## config.mk

```make
export PLATFORM = sky130hd
export DESIGN_NAME = fire_list_builder
export DESIGN_NICKNAME = d
export VERILOG_FILES = /design/src/rtl/fl_pkg.sv /design/src/rtl/fl_level_bank.sv /design/src/rtl/fl_sort_engine.sv /design/src/rtl/fl_list_store.sv /design/src/rtl/fire_list_builder.sv
export SDC_FILE = /design/constraint.sdc
export NUM_CORES = 1
export LEC_CHECK = 0
export BUFFER_PORTS_ARGS = -buffer_cell sky130_fd_sc_hd__buf_2
export CAP_MARGIN = 10
export CORE_UTILIZATION = 60
export CTS_BUF_LIST = sky130_fd_sc_hd__clkbuf_16
export DETAILED_ROUTE_END_ITERATION = 12
export GPL_ROUTABILITY_DRIVEN = 0
export PLACE_DENSITY_LB_ADDON = 0.08
export SKIP_CTS_REPAIR_TIMING = 1
export SLEW_MARGIN = 5
export SYNTH_ARGS = -nofsm -noshare
export SYNTH_HDL_FRONTEND = slang
export SYNTH_SLANG_ARGS = --single-unit
```

## constraint.sdc

```tcl
create_clock -name clk -period 10.2 [get_ports clk]
set_input_delay 1.53 -clock clk [delete_from_list [all_inputs] [get_ports clk]]
set_output_delay 1.53 -clock clk [all_outputs]
set_load 0.005 [all_outputs]
```

## src/rtl/fl_pkg.sv

```systemverilog
package fl_pkg;

  typedef enum logic {
    ENG_IDLE = 1'b0,
    ENG_SCAN = 1'b1
  } eng_state_t;

  // Absolute firing slot of a level: the brightest level fires first.
  function automatic int fl_slot(input int lvl, input int lvl_w);
    return (2 ** lvl_w) - 1 - lvl;
  endfunction

  // Cycles a build takes for a list with n_entries entries.
  function automatic int fl_latency(input int n_entries, input int n_ch);
    return n_ch * n_entries;
  endfunction

endpackage

```

## src/rtl/fl_level_bank.sv

```systemverilog
module fl_level_bank #(
  parameter int N_CH  = 8,
  parameter int LVL_W = 7,
  localparam int CH_AW = $clog2(N_CH)
) (
  input  logic                    clk,
  input  logic                    rst_n,
  input  logic                    we,
  input  logic [CH_AW-1:0]        addr,
  input  logic [LVL_W-1:0]        wdata,
  output logic [N_CH*LVL_W-1:0]   levels
);

  logic [LVL_W-1:0] lvl_q [N_CH];

  always_ff @(posedge clk or negedge rst_n) begin
    if (!rst_n) begin
      for (int i = 0; i < N_CH; i++) lvl_q[i] <= '0;
    end else if (we) begin
      lvl_q[addr] <= wdata;
    end
  end

  for (genvar g = 0; g < N_CH; g++) begin : g_flat
    assign levels[g*LVL_W +: LVL_W] = lvl_q[g];
  end

endmodule

```

## src/rtl/fl_sort_engine.sv

```systemverilog
module fl_sort_engine #(
  parameter int N_CH  = 8,
  parameter int LVL_W = 7,
  localparam int CH_AW = $clog2(N_CH),
  localparam int DEPTH = N_CH + 1,
  localparam int AW    = $clog2(DEPTH),
  localparam int CW    = $clog2(DEPTH + 1),
  localparam int DLY_W = LVL_W + 1,
  localparam int SLOTS = 1 << LVL_W
) (
  input  logic                    clk,
  input  logic                    rst_n,
  input  logic                    start_req,
  input  logic [N_CH*LVL_W-1:0]   levels,
  output logic                    busy,
  output logic                    accept,
  output logic                    commit,
  output logic                    wr_pat_en,
  output logic [AW-1:0]           wr_pat_idx,
  output logic [N_CH-1:0]         wr_pat,
  output logic                    wr_dly_en,
  output logic [AW-1:0]           wr_dly_idx,
  output logic [DLY_W-1:0]        wr_dly,
  output logic [CW-1:0]           wr_cnt
);
  import fl_pkg::*;

  eng_state_t       state_q;
  logic [LVL_W-1:0] snap_q [N_CH];
  logic [CH_AW-1:0] idx_q;
  logic [DLY_W-1:0] ceil_q;      // exclusive upper bound on this pass
  logic [LVL_W-1:0] best_q;
  logic [N_CH-1:0]  mask_q;
  logic [AW-1:0]    k_q;         // index of the newest entry
  logic [DLY_W-1:0] prev_slot_q;

  logic [LVL_W-1:0] cand;
  logic             elig;
  logic [LVL_W-1:0] nb;
  logic [N_CH-1:0]  nm;
  logic             last_ch;
  logic             pass_end;
  logic             found;
  logic [DLY_W-1:0] new_slot;

  always_comb begin
    cand = snap_q[idx_q];
    elig = (cand != '0) && ({1'b0, cand} < ceil_q);
    nb   = best_q;
    nm   = mask_q;
    if (elig && cand > best_q) begin
      nb      = cand;
      nm      = '0;
      nm[idx_q] = 1'b1;
    end else if (elig && cand == best_q) begin
      nm[idx_q] = 1'b1;
    end
  end

  assign busy     = (state_q == ENG_SCAN);
  assign last_ch  = (idx_q == CH_AW'(N_CH - 1));
  assign pass_end = busy && last_ch;
  assign found    = (nb != '0);
  assign new_slot = DLY_W'(fl_slot(int'(nb), LVL_W));

  assign accept     = start_req && !busy;
  assign commit     = pass_end && !found;
  assign wr_pat_en  = accept || (pass_end && found);
  assign wr_pat_idx = accept ? '0 : k_q + AW'(1);
  assign wr_pat     = accept ? '0 : nm;
  assign wr_dly_en  = pass_end;
  assign wr_dly_idx = k_q;
  assign wr_dly     = found ? (new_slot - prev_slot_q) : (DLY_W'(SLOTS) - prev_slot_q);
  assign wr_cnt     = CW'(k_q) + CW'(1);

  always_ff @(posedge clk or negedge rst_n) begin
    if (!rst_n) begin
      state_q     <= ENG_IDLE;
      idx_q       <= '0;
      ceil_q      <= '0;
      best_q      <= '0;
      mask_q      <= '0;
      k_q         <= '0;
      prev_slot_q <= '0;
      for (int i = 0; i < N_CH; i++) snap_q[i] <= '0;
    end else if (accept) begin
      state_q     <= ENG_SCAN;
      idx_q       <= '0;
      ceil_q      <= DLY_W'(SLOTS);
      best_q      <= '0;
      mask_q      <= '0;
      k_q         <= '0;
      prev_slot_q <= '0;
      for (int i = 0; i < N_CH; i++) snap_q[i] <= levels[i*LVL_W +: LVL_W];
    end else if (busy) begin
      if (last_ch) begin
        idx_q  <= '0;
        best_q <= '0;
        mask_q <= '0;
        if (found) begin
          k_q         <= k_q + AW'(1);
          prev_slot_q <= new_slot;
          ceil_q      <= {1'b0, nb};
        end else begin
          state_q <= ENG_IDLE;
        end
      end else begin
        idx_q  <= idx_q + CH_AW'(1);
        best_q <= nb;
        mask_q <= nm;
      end
    end
  end

endmodule

```

## src/rtl/fl_list_store.sv

```systemverilog
module fl_list_store #(
  parameter int N_CH  = 8,
  parameter int LVL_W = 7,
  localparam int DEPTH = N_CH + 1,
  localparam int AW    = $clog2(DEPTH),
  localparam int CW    = $clog2(DEPTH + 1),
  localparam int DLY_W = LVL_W + 1,
  localparam int SLOTS = 1 << LVL_W,
  localparam int NBANK = 2
) (
  input  logic               clk,
  input  logic               rst_n,
  input  logic               wr_pat_en,
  input  logic [AW-1:0]      wr_pat_idx,
  input  logic [N_CH-1:0]    wr_pat,
  input  logic               wr_dly_en,
  input  logic [AW-1:0]      wr_dly_idx,
  input  logic [DLY_W-1:0]   wr_dly,
  input  logic               commit,
  input  logic [CW-1:0]      wr_cnt,
  input  logic [AW-1:0]      rd_addr,
  output logic [CW-1:0]      rd_cnt,
  output logic [N_CH-1:0]    rd_pat,
  output logic [DLY_W-1:0]   rd_dly
);

  logic [N_CH-1:0]  pat_q [NBANK][DEPTH];
  logic [DLY_W-1:0] dly_q [NBANK][DEPTH];
  logic [CW-1:0]    cnt_q [NBANK];
  logic             act_q;       // bank seen by readers
  logic             wb;          // bank being filled
  logic             rd_hit;

  assign wb = ~act_q;

  always_ff @(posedge clk or negedge rst_n) begin
    if (!rst_n) begin
      act_q <= 1'b0;
      for (int b = 0; b < NBANK; b++) begin
        cnt_q[b] <= CW'(1);
        for (int e = 0; e < DEPTH; e++) begin
          pat_q[b][e] <= '0;
          dly_q[b][e] <= (e == 0) ? DLY_W'(SLOTS) : '0;
        end
      end
    end else begin
      if (wr_pat_en) pat_q[wb][wr_pat_idx] <= wr_pat;
      if (wr_dly_en) dly_q[wb][wr_dly_idx] <= wr_dly;
      if (commit) begin
        cnt_q[wb] <= wr_cnt;
        act_q     <= wb;
      end
    end
  end

  assign rd_cnt = cnt_q[act_q];
  assign rd_hit = (CW'(rd_addr) < cnt_q[act_q]);
  assign rd_pat = rd_hit ? pat_q[act_q][rd_addr] : '0;
  assign rd_dly = rd_hit ? dly_q[act_q][rd_addr] : '0;

endmodule

```

## src/rtl/fire_list_builder.sv

```systemverilog
module fire_list_builder #(
  parameter int N_CH  = 8,
  parameter int LVL_W = 7,
  localparam int CH_AW = $clog2(N_CH),
  localparam int DEPTH = N_CH + 1,
  localparam int AW    = $clog2(DEPTH),
  localparam int CW    = $clog2(DEPTH + 1),
  localparam int DLY_W = LVL_W + 1
) (
  input  logic              clk,
  input  logic              rst_n,
  input  logic              lvl_we,
  input  logic [CH_AW-1:0]  lvl_addr,
  input  logic [LVL_W-1:0]  lvl_wdata,
  input  logic              build,
  input  logic [AW-1:0]     rd_addr,
  output logic              busy,
  output logic              done,
  output logic [CW-1:0]     entry_count,
  output logic [N_CH-1:0]   rd_pattern,
  output logic [DLY_W-1:0]  rd_delay
);

  logic [N_CH*LVL_W-1:0] levels;
  logic                  accept;
  logic                  commit;
  logic                  wr_pat_en;
  logic [AW-1:0]         wr_pat_idx;
  logic [N_CH-1:0]       wr_pat;
  logic                  wr_dly_en;
  logic [AW-1:0]         wr_dly_idx;
  logic [DLY_W-1:0]      wr_dly;
  logic [CW-1:0]         wr_cnt;

  fl_level_bank #(.N_CH(N_CH), .LVL_W(LVL_W)) u_bank (
    .clk    (clk),
    .rst_n  (rst_n),
    .we     (lvl_we),
    .addr   (lvl_addr),
    .wdata  (lvl_wdata),
    .levels (levels)
  );

  fl_sort_engine #(.N_CH(N_CH), .LVL_W(LVL_W)) u_eng (
    .clk        (clk),
    .rst_n      (rst_n),
    .start_req  (build),
    .levels     (levels),
    .busy       (busy),
    .accept     (accept),
    .commit     (commit),
    .wr_pat_en  (wr_pat_en),
    .wr_pat_idx (wr_pat_idx),
    .wr_pat     (wr_pat),
    .wr_dly_en  (wr_dly_en),
    .wr_dly_idx (wr_dly_idx),
    .wr_dly     (wr_dly),
    .wr_cnt     (wr_cnt)
  );

  fl_list_store #(.N_CH(N_CH), .LVL_W(LVL_W)) u_store (
    .clk        (clk),
    .rst_n      (rst_n),
    .wr_pat_en  (wr_pat_en),
    .wr_pat_idx (wr_pat_idx),
    .wr_pat     (wr_pat),
    .wr_dly_en  (wr_dly_en),
    .wr_dly_idx (wr_dly_idx),
    .wr_dly     (wr_dly),
    .commit     (commit),
    .wr_cnt     (wr_cnt),
    .rd_addr    (rd_addr),
    .rd_cnt     (entry_count),
    .rd_pat     (rd_pattern),
    .rd_dly     (rd_delay)
  );

  always_ff @(posedge clk or negedge rst_n) begin
    if (!rst_n)      done <= 1'b0;
    else if (accept) done <= 1'b0;
    else if (commit) done <= 1'b1;
  end

endmodule

```

==> reports/summary.md <==
* **status** completed
* **cell type of the slowest stage on the worst timing path** dfrtp_1
* **RSZ-0062 raised after global routing** false
* **total number of placement rows** 67
* **top-area cell type share of the netlist area** 53.75%
* **count of buffer and inverter cells on the critical path** 1
* **area of the die** 0.03520 mm²
* **total routing usage reported by global routing** 27.78%
* **endpoint required time on the critical path** 10.58 ns
* **final worst path period need** 6.585 ns
* **proportion of power drawn by flip-flops and latches** 33.1%
* **fin nets** 1,921
* **number of max-slew violations in the final report** 0
* **register area share after synthesis** 54.26%
* **post-synthesis register bit count** 448
* **net count after synthesis** 1,929
* **sum of routed wire length over all layers** 46,870 µm
* **most used flip-flop cell after synthesis** dfrtp_1
* **Clk network pwr share** 18.6%
* **class of the tightest hold or removal check** flip-flop to flip-flop
* **DRC** 0
* **Max Fclk** 151.9 MHz
* **clock tree from TritonCTS** yes
* **Root Buffer** clkbuf_16
* **critical path fanouts, max** 25
* **combinational group share of total power** 48.3%
* **setup slack on the worst flop-to-flop path** 3.61 ns
* **part of the cycle the worst path needs** 64.56%
* **number of antenna violations at the first check in global routing** 2
* **remaining global-route overflow** 0
* **Synth Area per Inst** 10.99 µm²
* **Crit path largest cell delay** 1.07 ns
* **Hold Vio Cnt, Final** 0
* **Crit Path Category** flip-flop to flip-flop
* **slew of the pin with the lowest slew margin** 1.129 ns
* **nature of the critical path endpoint** flip-flop
* **CTS buffer count** 47
* **Layout fillers** 2,631
* **Leak Pwr** 10.44 nW
* **highest-count cells in the layout ignoring fill and taps** dfrtp_1 (443), nand2_1 (388), o21ai_0 (184)
* **Max Buffers Root-to-Sink** 3
* **Yosys top cell by area** dfrtp_1
* **clock net sink count** 448
* **first-iteration detailed-routing DRC count** 884
* **clock-pin slew reported for the worst setup and hold paths after clock tree synthesis** 0.06 ns
* **highest ir drop seen on vdd** 0.3920 mV
* **Clock Skew** 0.01680 ns
* **global-route wire length before repair** 77,240 µm
* **Setup TNS** 0 ns
* **Die Y-Extent** 187.6 µm
* **power density of the placed cells** 371.5 mW/mm²
* **average wire per cell in the routed design** 19.90 µm
* **Relative slew margins** 24.19%
* **Netlist cell types** 65
* **worst-path cell chain** mux4_2 > mux2_2 > ha_1 > a21o_1 > a21oi_1 > nor2_1 > o31a_1 > nor4_4 > mux2_2 > nand2_1 > ha_1 > inv_1 > fa_1 > nand3_1 > nand2_1 > a21o_1 > a21oi_1 > xor2_1 > o21ai_0
* **layout cell share with drive strength beyond 1** 18.72%
* **Via density** 5.956
* **Overall Power** 8.390 mW
* **Power Internal** 4.734 mW
* **Vias** 14,026
* **Core Footprint** 0.03370 mm²
* **final count of negative-setup-slack endpoints** 0
* **Detail Placement HPWL** 30,270 µm
* **number of enable flip-flop cells after synthesis** 0
* **Arr. time, crit path** 6.97 ns
* **nature of the critical path startpoint** flip-flop
* **count of TritonRoute iterations in the first routing pass** 5
* **number of max-capacitance violations reported** 0
* **switching fraction of total power** 43.58%
* **Syn. warnings** 0
* **clock latency on the worst-skew pair** 0.56 ns
* **pin count of the biggest net entering global routing** 139
* **net switching power of the design** 3.656 mW
* **die boundary width** 187.6 µm
* **number of standard cells after synthesis** 1,880
* **proportion of register bits with asynchronous set or reset after synthesis** 100.0%
* **Routed Antenna Nets** 0
* **signed area change from the synthesized netlist to the final layout** 9.250%
* **starting density of the core** 61.34%
* **number of levels the H-tree was split into** 2
* **most common cell after layout, fill and taps aside** dfrtp_1
* **number of top-level pins** 40
* **antenna cell count** 0
* **synth top area cells** dfrtp_1 (54%), mux4_2 (8.1%), mux2_2 (7.1%), nand2_1 (7.0%), o21ai_0 (4.5%)
* **I/O Buffers** 39
* **number of global-route vias before repair** 14,040
* **Mapped Area** 0.02067 mm²
* **largest delay contributor family on the critical path** compound AO/OA/AOI/OAI gates
==> sequential cells by signal, summed over array words and instances, names as in the netlist, 4 cells and up <==
register / flops
u_bank.levels: 56
u_eng.best_q: 7
u_eng.ceil_q: 8
u_eng.mask_q: 8
u_eng.prev_slot_q: 7
u_eng.snap_q: 56
u_eng.wr_dly_idx: 4
u_store.cnt_q: 8
u_store.dly_q: 144
u_store.pat_q: 144
==> per-stage QoR <==
stage	utilization (%)	cells	setup WS [ns]	hold WS, ns	instance area (µm²)
2_1_floorplan	-	1880	4.857	0.4331	20670
3_3_place_gp	62.85	2270	3.638	0.4410	21180
3_5_place_dp	62.85	2270	3.397	0.4465	21180
4_1_cts	66.99	2354	3.377	0.4616	22570
5_1_grt	67.01	2355	3.050	0.4811	22580
6_report	67.01	2355	3.615	0.4644	22580
==> area by class of cell <==
| type | count | area [µm²] | share of cell area [%] |
|---|---|---|---|
| clock buffer | 49 | 1226 | 5.430 |
| clock inverter | 35 | 168.9 | 0.7480 |
| inverter | 44 | 165.2 | 0.7314 |
| multi-input combinational | 1264 | 8813 | 39.03 |
| sequential | 448 | 11220 | 49.68 |
| tap | 448 | 560.5 | 2.482 |
| timing repair buffer | 67 | 427.9 | 1.895 |
==> cell families after synthesis <==
group	Yosys count	share of synthesized area, %
XOR/XNOR	11	0.4661
AND/OR/NAND/NOR	605	12.71
multiplexers	247	17.25
adder cells (fa/ha/maj)	31	1.913
buffers and inverters	168	3.275
AO/OA/AOI/OAI	370	10.13
flip-flops	448	54.26
==> power groups by stage <==
stage	Clock, mW	Combinational [mW]	Sequential, mW
after global placement	0	3.91	2.78
after floorplan	0	2.92	2.59
after detailed placement	0	4.01	2.81
final	1.56	4.05	2.78
after global routing	1.65	4.47	2.86
after CTS	1.59	4.03	2.78
==> cell usage after synthesis (all sizes together), types with 6 or more instances <==
cell type / n
a21o: 6
a21oi: 110
a22oi: 15
buf: 33
clkbuf: 91
dfrtp: 444
ha: 30
inv: 44
mux2: 131
mux2i: 42
mux4: 74
nand2: 388
nand2b: 11
nand3: 18
nand4b: 6
nor2: 120
nor3: 7
nor3b: 15
o21a: 8
o21ai: 184
o22ai: 11
o31ai: 6
o32ai: 8
or3: 10
xnor2: 7
==> metal layers <==
layer	track usage [%]	share of wire [%]
met5	0	0.049
met4	7.286	1.8
met3	4.754	4.8
met2	42.95	46
met1	41.18	47
==> worst register-to-register path: stages, from the launching register on <==
cell	delay [ns]
dfrtp_1	1.07
mux4_2	0.61
mux2_2	0.32
ha_1	0.30
a21o_1	0.19
a21oi_1	0.18
nor2_1	0.06
o31a_1	0.39
nor4_4	0.50
mux2_2	0.43
nand2_1	0.08
ha_1	0.13
inv_1	0.06
fa_1	0.43
nand3_1	0.09
nand2_1	0.08
a21o_1	0.19
a21oi_1	0.17
xor2_1	0.89
o21ai_0	0.25
==> worst paths after layout <==
kind / cells past startpoint / from / to
worst max register to register: 19 / u_eng.idx_q[1]$_DFFE_PN0P_ / u_store.dly_q[126]$_DFFE_PN0P_
min in group asynchronous: 1 / rst_n / u_store.dly_q[140]$_DFFE_PN0P_
worst max-delay path: 19 / u_eng.idx_q[1]$_DFFE_PN0P_ / u_store.dly_q[126]$_DFFE_PN0P_
max in group asynchronous: 3 / rst_n / u_eng.ceil_q[2]$_DFFE_PN0P_
worst min register to register: 2 / u_bank.levels[50]$_DFFE_PN0P_ / u_eng.snap_q[1]$_DFFE_PN0P_
worst min-delay path: 2 / u_bank.levels[50]$_DFFE_PN0P_ / u_eng.snap_q[1]$_DFFE_PN0P_
Note: power is estimated with default switching activity, not from simulation.
